**src/rtl/gss_pkg.sv**
```systemverilog
// Shared types for the soft-stepped gain controller.
// Assumes nothing beyond the IEEE 1800-2017 language.
package gss_pkg;
    // Direction of the next step of the applied level
    typedef enum logic [1:0] {
        DIR_HOLD = 2'd0,
        DIR_UP   = 2'd1,
        DIR_DOWN = 2'd2
    } step_dir_e;
endpackage

```
**src/rtl/gss_target.sv**
```systemverilog
// Chooses the level the stepper heads for: mute (level 0) under power-down,
// otherwise the requested code shifted up by one so that mute sits below code 0.
// Assumes gain_req is a plain binary code in 0.5 dB units.
module gss_target #(
    parameter int GAIN_W = 7,
    localparam int LW = GAIN_W + 1
) (
    input  logic [GAIN_W-1:0] gain_req,
    input  logic              pdn_req,
    output logic [LW-1:0]     tgt_lvl
);
    // Map the request into level space, or force mute under power-down
    always_comb begin
        if (pdn_req) tgt_lvl = '0;
        else         tgt_lvl = LW'(gain_req) + LW'(1);
    end
endmodule

```
**src/rtl/gss_stepper.sv**
```systemverilog
// Holds the applied level and moves it one step per sample strobe toward the
// target, or loads the target directly when bypass is set.
// Assumes inputs are synchronous to clk; reset is synchronous, active low.
module gss_stepper
    import gss_pkg::*;
#(
    parameter int GAIN_W = 7,
    localparam int LW = GAIN_W + 1
) (
    input  logic          clk,
    input  logic          rst_n,
    input  logic          sample_tick,
    input  logic          step_bypass,
    input  logic [LW-1:0] tgt_lvl,
    output logic [LW-1:0] lvl
);
    step_dir_e     dir;
    logic [LW-1:0] lvl_nxt;

    // Decide the step direction from the current level and the target
    always_comb begin
        if (lvl < tgt_lvl)      dir = DIR_UP;
        else if (lvl > tgt_lvl) dir = DIR_DOWN;
        else                    dir = DIR_HOLD;
    end

    // Form the next level from bypass, strobe and direction
    always_comb begin
        lvl_nxt = lvl;
        if (step_bypass) begin
            lvl_nxt = tgt_lvl;
        end else if (sample_tick) begin
            case (dir)
                DIR_UP:   lvl_nxt = lvl + LW'(1);
                DIR_DOWN: lvl_nxt = lvl - LW'(1);
                default:  lvl_nxt = lvl;
            endcase
        end
    end

    // Level register, muted at reset
    always_ff @(posedge clk) begin
        if (!rst_n) lvl <= '0;
        else        lvl <= lvl_nxt;
    end

    // with soft stepping, one edge moves the level by at most one step
    a_r2_single_step: assert property (@(posedge clk) disable iff (!rst_n)
        !step_bypass |=> (lvl == $past(lvl)) || (lvl == $past(lvl) + 1'b1)
                         || (lvl == $past(lvl) - 1'b1));

    // no strobe and no bypass means the level holds
    a_r2_hold_no_tick: assert property (@(posedge clk) disable iff (!rst_n)
        (!sample_tick && !step_bypass) |=> $stable(lvl));

    // bypass lands on the target in one edge
    a_r4_bypass_lands: assert property (@(posedge clk) disable iff (!rst_n)
        step_bypass |=> lvl == $past(tgt_lvl));

    // heading for mute, the level never rises
    a_r5_no_rise_in_pdn: assert property (@(posedge clk) disable iff (!rst_n)
        (tgt_lvl == '0) |=> lvl <= $past(lvl));
endmodule

```
**src/rtl/gss_status.sv**
```systemverilog
// Decodes the applied level into the stage's gain code and mute bit, and
// produces the settled and power-down-busy flags.
// Assumes level 0 is mute and level k+1 is gain code k.
module gss_status #(
    parameter int GAIN_W = 7,
    localparam int LW = GAIN_W + 1
) (
    input  logic [LW-1:0]     lvl,
    input  logic [GAIN_W-1:0] gain_req,
    input  logic              pdn_req,
    output logic [GAIN_W-1:0] gain_code,
    output logic              gain_mute,
    output logic              settled,
    output logic              pdn_busy
);
    logic [LW-1:0] lvl_less;

    // Convert level to code; mute shows code 0
    always_comb begin
        lvl_less  = lvl - LW'(1);
        gain_mute = (lvl == '0);
        gain_code = gain_mute ? '0 : lvl_less[GAIN_W-1:0];
    end

    // Flags for the register interface
    always_comb begin
        settled  = !gain_mute && (gain_code == gain_req);
        pdn_busy = pdn_req && !gain_mute;
    end
endmodule

```
**src/rtl/soft_gain_ctrl.sv**
```systemverilog
// Top of the soft-stepped gain controller: target selection, the stepping
// register and output decode. Assumes all inputs are synchronous to clk.
module soft_gain_ctrl #(
    parameter int GAIN_W = 7
) (
    input  logic              clk,
    input  logic              rst_n,
    input  logic              sample_tick,
    input  logic [GAIN_W-1:0] gain_req,
    input  logic              step_bypass,
    input  logic              pdn_req,
    output logic [GAIN_W-1:0] gain_code,
    output logic              gain_mute,
    output logic              settled,
    output logic              pdn_busy
);
    localparam int LW = GAIN_W + 1;

    logic [LW-1:0] tgt_lvl;
    logic [LW-1:0] lvl;

    gss_target #(.GAIN_W(GAIN_W)) u_target (
        .gain_req (gain_req),
        .pdn_req  (pdn_req),
        .tgt_lvl  (tgt_lvl)
    );

    gss_stepper #(.GAIN_W(GAIN_W)) u_stepper (
        .clk         (clk),
        .rst_n       (rst_n),
        .sample_tick (sample_tick),
        .step_bypass (step_bypass),
        .tgt_lvl     (tgt_lvl),
        .lvl         (lvl)
    );

    gss_status #(.GAIN_W(GAIN_W)) u_status (
        .lvl       (lvl),
        .gain_req  (gain_req),
        .pdn_req   (pdn_req),
        .gain_code (gain_code),
        .gain_mute (gain_mute),
        .settled   (settled),
        .pdn_busy  (pdn_busy)
    );

    // busy may drop under a held power-down only once muted
    a_r6_busy_ends_muted: assert property (@(posedge clk) disable iff (!rst_n)
        (pdn_req && $past(pdn_req) && $fell(pdn_busy)) |-> gain_mute);

    // the mute level always shows code 0
    a_r9_mute_code_zero: assert property (@(posedge clk) disable iff (!rst_n)
        gain_mute |-> gain_code == '0);

    // a settled stage is never muted
    a_r3_settled_unmuted: assert property (@(posedge clk) disable iff (!rst_n)
        settled |-> !gain_mute);
endmodule

```
**config.mk**
```make
export PLATFORM = sky130hd
export DESIGN_NAME = soft_gain_ctrl
export DESIGN_NICKNAME = d
export VERILOG_FILES = /design/src/rtl/gss_pkg.sv /design/src/rtl/gss_target.sv /design/src/rtl/gss_stepper.sv /design/src/rtl/gss_status.sv /design/src/rtl/soft_gain_ctrl.sv
export SDC_FILE = /design/constraint.sdc
export NUM_CORES = 1
export LEC_CHECK = 0
export ABC_CLOCK_PERIOD_IN_PS = 8800
export CORE_UTILIZATION = 43
export CTS_BUF_LIST = sky130_fd_sc_hd__clkbuf_4
export CTS_CLUSTER_SIZE = 25
export DETAILED_ROUTE_END_ITERATION = 10
export GPL_ROUTABILITY_DRIVEN = 0
export HOLD_SLACK_MARGIN = 0.05
export PLACE_DENSITY = 0.68
export SYNTH_ARGS = -nofsm -noshare
export SYNTH_HDL_FRONTEND = slang
export SYNTH_SLANG_ARGS = --single-unit
```
**constraint.sdc**
```tcl
create_clock -name clk -period 8.8 [get_ports clk]
set_input_delay 1.76 -clock clk [delete_from_list [all_inputs] [get_ports clk]]
set_output_delay 1.76 -clock clk [all_outputs]
set_load 0.01 [all_outputs]
```
==> results.txt, run 1 <==
Ranking of synthesized cells by area -> dfxtp_1 14%, ha_1 12%, xnor2_1 5.2%
Worst-margin pin slew -> 0.516 ns
Post-Synthesis Cells -> 163
Seq/Total Area, Yosys -> 13.6%
Antenna Cells -> 0
Initial Util -> 46.4%
Core Util, Final -> 55.4%
CTS resizes -> 0
RSZ-0062 raised after global routing -> false
Async set-reset flop share out of synthesis -> 0%
Longest Clk Path Bufs -> 2
Vias in the first global route -> 1,189
Peak VDD IR -> 97.5 µV
Most frequent cells in the layout -> 21 x clkdlybuf4s50_1, 15 x nand2_1, 11 x nor2_1, 11 x ha_1, 9 x a21oi_1
Final hold vios -> 0
Post-Syn Nets -> 186
Setup Viol. Count Final -> 0
Die width -> 54.4 µm
Max-slew violation count -> 0
Critical Path Fanout Max -> 8
Register area -> 160 µm²
Post-DP HPWL -> 2540 µm
Residual DRC -> 0
Slowest CP cell -> clkdlybuf4s50_1
Via density -> 5.92
Post-CTS Repair Setup Buffers -> 0
Antenna viol nets, final -> 0
CTS Hold Bufs -> 0
Largest stage delay, worst path -> 0.63 ns
Worst endpoint required time -> 7.04 ns
Critical path class -> input port to output pin
Worst-path clk slew -> 0.05 ns
Fin Clk Skew -> 0.00150 ns
Crit path time final -> 5.34 ns
Syn_area_per_cell -> 7.25 µm²
Iter 0 DRT Violations -> 20
Ports -> 22
Type of the tightest min-delay check -> flop to flop
Layout area overhead -> 19.4%
Post-synthesis sequential element count -> 8
Yosys top cell by area -> dfxtp_1
CP Capture Type -> output pin
Grt total ovfl -> 0
Max reg flops -> 8
Worst setup SP type -> input port
Avg WL per Cell -> 15.3 µm
Most common cell after layout, fill and taps aside -> clkdlybuf4s50_1
Status -> finished clean
Synth Cell Area -> 0.00118 mm²
Die area -> 0.00296 mm²
Root Buffer Master -> clkbuf_4
TritonCTS clock tree -> built
Crit path DAT -> 3.58 ns
Max-Slew Margin vs Limit -> 65.5%
Std cell rows -> 18
Tcrit/Tclk final -> 60.7%
Synth top area share -> 13.6%
Max_cap viols -> 0
Global-route wire length before repair -> 5300 µm
Number of I/O port buffers -> 21
Unique masters post-synth -> 38
Biggest registers after layout -> u_stepper.lvl: 8 flops
Leakage power -> 0.600 nW
EDFF count, synth -> 0
Largest reg by FF count -> u_stepper.lvl
Initial antenna violation count -> 0
Fmax -> 0.187 GHz
GRT Overall Usage -> 25.2%
Syn. warnings -> 0
Clk_lat worst skew -> 0.25 ns
Drt pass-1 iters -> 4
Setup TNS -> 0 ns
Filler cells -> 262
Placeable Area -> 0.00254 mm²
Layout cell share with drive strength beyond 1 -> 5.62%
Final net count -> 203
Main synth FF type -> dfxtp_1
Setup WS pre-CTS -> 3.44 ns
Largest net degree at the start of global routing -> 17
Total CTS buffers -> 3
Pwr/cell area -> 132 mW/mm²
Clk sinks -> 8
Cells along the critical path -> clkdlybuf4s50_1 -> nand2_1 -> nor2_1 -> o21ai_0 -> a21oi_1 -> a31oi_1 -> nor3_1 -> clkdlybuf4s50_1
Crit path top cell by count -> clkdlybuf4s50_1
Die Y -> 54.4 µm
Routed wire length -> 3170 µm
H-tree depth -> 1
Post-route setup slack -> 3.46 ns
Multi-input logic area -> 950 µm²
DR vias -> 1,231
[metal layers]
metal / vias to the layer above / share of wire [%] / GRT usage (%)
met5: - / 0 / 0
met4: 0 / 1.4 / 5.56
met3: 6 / 3.1 / 4.17
met2: 23 / 48 / 45.9
met1: 580 / 48 / 30.3
li1: 622 / - / -
[critical path, delay by kind of cell]
| family | cells | cell delay [ns] |
|---|---|---|
| buf+inv | 2 | 1.19 |
| simple gates | 3 | 0.36 |
| compound gates | 3 | 0.28 |
[logic make-up (layout without fill, tap and decap cells)]
family | Yosys count | in the layout | synth area share (%)
AND/OR/NAND/NOR | 70 | 70 | 30.9
multiplexers | 6 | 6 | 5.30
flip-flops | 8 | 8 | 13.6
buffers and inverters | 16 | 31 | 6.04
adder cells (fa/ha/maj) | 11 | 11 | 11.7
XOR/XNOR | 12 | 12 | 8.90
AO/OA/AOI/OAI | 40 | 40 | 23.6
[layout make-up]
type	count	area share [%]
tap	30	2.66
clock buffer	3	1.60
inverter	6	1.60
multi-input combinational	139	67.3
sequential	8	11.4
timing repair buffer	22	15.4
[worst paths after layout]
kind,to,cells after the start,startpoint,slack [ns]
worst max-delay path,settled,8,gain_req[2],3.46
worst min-delay path,u_stepper.lvl[1]$_SDFFE_PN0P_,2,u_stepper.lvl[1]$_SDFFE_PN0P_,0.74
worst max register to register,u_stepper.lvl[4]$_SDFFE_PN0P_,8,u_stepper.lvl[1]$_SDFFE_PN0P_,6.13
worst min register to register,u_stepper.lvl[1]$_SDFFE_PN0P_,2,u_stepper.lvl[1]$_SDFFE_PN0P_,0.74
[where the power goes]
| group | switching, mW | internal (mW) |
|---|---|---|
| logic | 0.0561 | 0.0552 |
| registers | 0.00774 | 0.0393 |
| clock network | 0.0123 | 0.0156 |
[synth_stat cells (2+ instances only)]
cell and count:
a21o_1 3, a21oi_1 9, a31oi_1 2, and3_1 4, clkbuf_1 7, dfxtp_1 8, ha_1 11, inv_1 6
mux2_2 2, mux2i_1 4, nand2_1 15, nand2b_1 5, nand3_1 6, nand4_1 3, nor2_1 11, nor2b_1 5
nor3_1 8, o21a_1 6, o21ai_0 7, o22ai_1 2, o311a_1 6, or2_2 2, or3_1 6, xnor2_1 7
xor2_1 5
[stage by stage]
| stage | hold slack (ns) | cells | power, mW | area, µm² |
|---|---|---|---|---|
| 2_1_floorplan | 0.624 | 163 | 0.120 | 1180 |
| 3_3_place_gp | 0.687 | 205 | 0.156 | 1390 |
| 3_5_place_dp | 0.709 | 205 | 0.159 | 1390 |
| 4_1_cts | 0.722 | 208 | 0.188 | 1410 |
| 5_1_grt | 0.767 | 208 | 0.204 | 1410 |
| 6_report | 0.735 | 208 | 0.186 | 1410 |
Note: power is estimated with default switching activity, not from simulation.
==> inputs of run 2 (changes only) <==
Settings changed: ABC_CLOCK_PERIOD_IN_PS 8800 to 5000.
Clock period 8.8 ns to 5 ns, I/O delays scaled along.
==> results.txt, run 2 (synthesized netlist as in run 1, its figures left out) <==
Via density -> 6.03 (+1.9%)
Longest Clk Path Bufs -> 2 (unchanged)
Drt pass-1 iters -> 4 (unchanged)
Die width -> 54.4 µm (unchanged)
Max-Slew Margin vs Limit -> 63.4% (-2.1 points)
Routed wire length -> 3230 µm (+1.9%)
CP Capture Type -> flop
Post-route setup slack -> 0.783 ns (-2.67 ns)
Largest net degree at the start of global routing -> 17 (unchanged)
R2R Setup Slk -> 2.31 ns (-3.82 ns)
Die Y -> 54.4 µm (unchanged)
Biggest registers after layout -> u_stepper.lvl: 8 flops
Layout area overhead -> 19.4% (unchanged)
End of the critical path -> u_stepper.lvl[4]$_SDFFE_PN0P_
Iter 0 DRT Violations -> 35 (+75%)
Multi-input logic area -> 950 µm² (unchanged)
Placeable Area -> 0.00254 mm² (unchanged)
Total CTS buffers -> 3 (unchanged)
Status -> finished clean
Ports -> 22 (unchanged)
Leakage power -> 0.600 nW (unchanged)
Crit path time final -> 4.22 ns
Vias in the first global route -> 1,130 (-5.0%)
Setup WS pre-CTS -> 0.562 ns (-2.88 ns)
Root Buffer Master -> clkbuf_4
Max-slew violation count -> 0 (unchanged)
Initial antenna violation count -> 0 (unchanged)
Grt total ovfl -> 0 (unchanged)
H-tree depth -> 1 (unchanged)
Worst-path clk slew -> 0.06 ns (about the same)
Post-DP HPWL -> 2550 µm (+0.63%)
RSZ-0062 raised after global routing -> false
Final net count -> 203 (unchanged)
Type of the tightest min-delay check -> flop to flop
Fmax -> 0.237 GHz
Std cell rows -> 18 (unchanged)
Pwr/cell area -> 234 mW/mm² (+77%)
Number of I/O port buffers -> 21 (unchanged)
Fin Clk Skew -> 0.00732 ns (+0.00582 ns)
Most common cell after layout, fill and taps aside -> clkdlybuf4s50_1
Tcrit/Tclk final -> 84.3%
Worst endpoint required time -> 5.15 ns (-1.89 ns)
GRT Overall Usage -> 24.3% (-0.89 points)
Min-delay src -> u_stepper.lvl[1]$_SDFFE_PN0P_
CTS resizes -> 0 (unchanged)
Clk sinks -> 8 (unchanged)
Antenna Cells -> 0 (unchanged)
Cells along the critical path -> clkdlybuf4s50_1 -> nand3_1 -> or3_1 -> a21o_1 -> ha_1 -> a21oi_1 -> o21ai_0 -> o22ai_2 -> mux2_2 -> o21a_1 -> o311a_1
Max reg flops -> 8 (unchanged)
Largest reg by FF count -> u_stepper.lvl
Worst setup SP type -> input port
Clk_lat worst skew -> 0.25 ns (about the same)
Die area -> 0.00296 mm² (unchanged)
Setup TNS -> 0 ns (unchanged)
Most frequent cells in the layout -> 21 x clkdlybuf4s50_1, 15 x nand2_1, 11 x nor2_1, 11 x ha_1, 9 x a21oi_1
Post-CTS Repair Setup Buffers -> 0 (unchanged)
Max_cap viols -> 0 (unchanged)
Final hold vios -> 0 (unchanged)
Crit. Startpoint -> gain_req[2]
Residual DRC -> 0 (unchanged)
Avg WL per Cell -> 15.5 µm (+1.9%)
Worst-margin pin slew -> 0.548 ns (+0.0321 ns)
Slowest CP cell -> clkdlybuf4s50_1
Worst reg2reg path startpoint -> u_stepper.lvl[1]$_SDFFE_PN0P_
Filler cells -> 245 (-6.5%)
TritonCTS clock tree -> built
Antenna viol nets, final -> 0 (unchanged)
Initial Util -> 46.4% (unchanged)
Crit path DAT -> 4.36 ns (+0.78 ns)
CTS Hold Bufs -> 0 (unchanged)
Global-route wire length before repair -> 5180 µm (-2.3%)
DR vias -> 1,255 (+1.9%)
RR Endpoint -> u_stepper.lvl[4]$_SDFFE_PN0P_
Worst Reg-to-Reg Cells -> 8 (unchanged)
Largest stage delay, worst path -> 0.66 ns (+0.03 ns)
Critical Path Fanout Max -> 8 (unchanged)
Register area -> 160 µm² (unchanged)
Peak VDD IR -> 162 µV (+66%)
Layout cell share with drive strength beyond 1 -> 5.62% (unchanged)
Setup Viol. Count Final -> 0 (unchanged)
Critical path class -> input port to flop
==> run 2: cell counts in the layout (fill, tap and decap cells not counted) <==
No cell type changed its count.
==> run 2: critical path, delay by kind of cell <==
family / cells / cell delay (ns)
buffers and inverters: 1 / 0.66
AND/OR/NAND/NOR: 2 / 0.61
AO/OA/AOI/OAI: 6 / 1.38
adder cells (fa/ha/maj): 1 / 0.30
multiplexers: 1 / 0.40
==> run 2: cell type report <==
| cell class | count | area share [%] |
|---|---|---|
| Tap cell | 30 | 2.66 |
| Inverter | 6 | 1.60 |
| Multi-Input combinational cell | 139 | 67.3 |
| Sequential cell | 8 | 11.4 |
| Timing Repair Buffer | 22 | 15.4 |
| Clock buffer | 3 | 1.60 |
==> run 2: report_power, final <==
group	internal [mW]	switching [mW]	leakage (nW)
logic	0.0972	0.0990	0.520
clock network	0.0275	0.0228	0.0138
registers	0.0691	0.0139	0.0662
total	0.194	0.136	0.600
==> run 2: through the flow <==
step                cell area [µm²]  power [mW]  cells  util, %  hold slack (ns)
floorplan                      1180       0.212    163        -            0.624
detailed placement             1390       0.279    205     54.5            0.727
global placement               1390       0.273    205     54.5            0.708
global route                   1410       0.356    208     55.4            0.792
finish                         1410       0.330    208     55.4            0.757
CTS                            1410       0.332    208     55.4            0.737
==> run 2: metal layers <==
metal | part of all wire, % | track usage (%)
met3 | 5.6 | 3.89
met5 | 0 | 0
met1 | 46 | 31.4
met4 | 0.74 | 5.13
met2 | 48 | 41.9
==> run 2: how the worst min path moves through the flow <==
stage / to / slack [ns] / cells after the start
floorplan: u_stepper.lvl[1]$_SDFFE_PN0P_ / 0.62 / 2
global placement: u_stepper.lvl[1]$_SDFFE_PN0P_ / 0.71 / 2
detailed placement: u_stepper.lvl[1]$_SDFFE_PN0P_ / 0.73 / 2
CTS: u_stepper.lvl[1]$_SDFFE_PN0P_ / 0.74 / 2
global route: u_stepper.lvl[1]$_SDFFE_PN0P_ / 0.79 / 2
finish: u_stepper.lvl[1]$_SDFFE_PN0P_ / 0.76 / 2
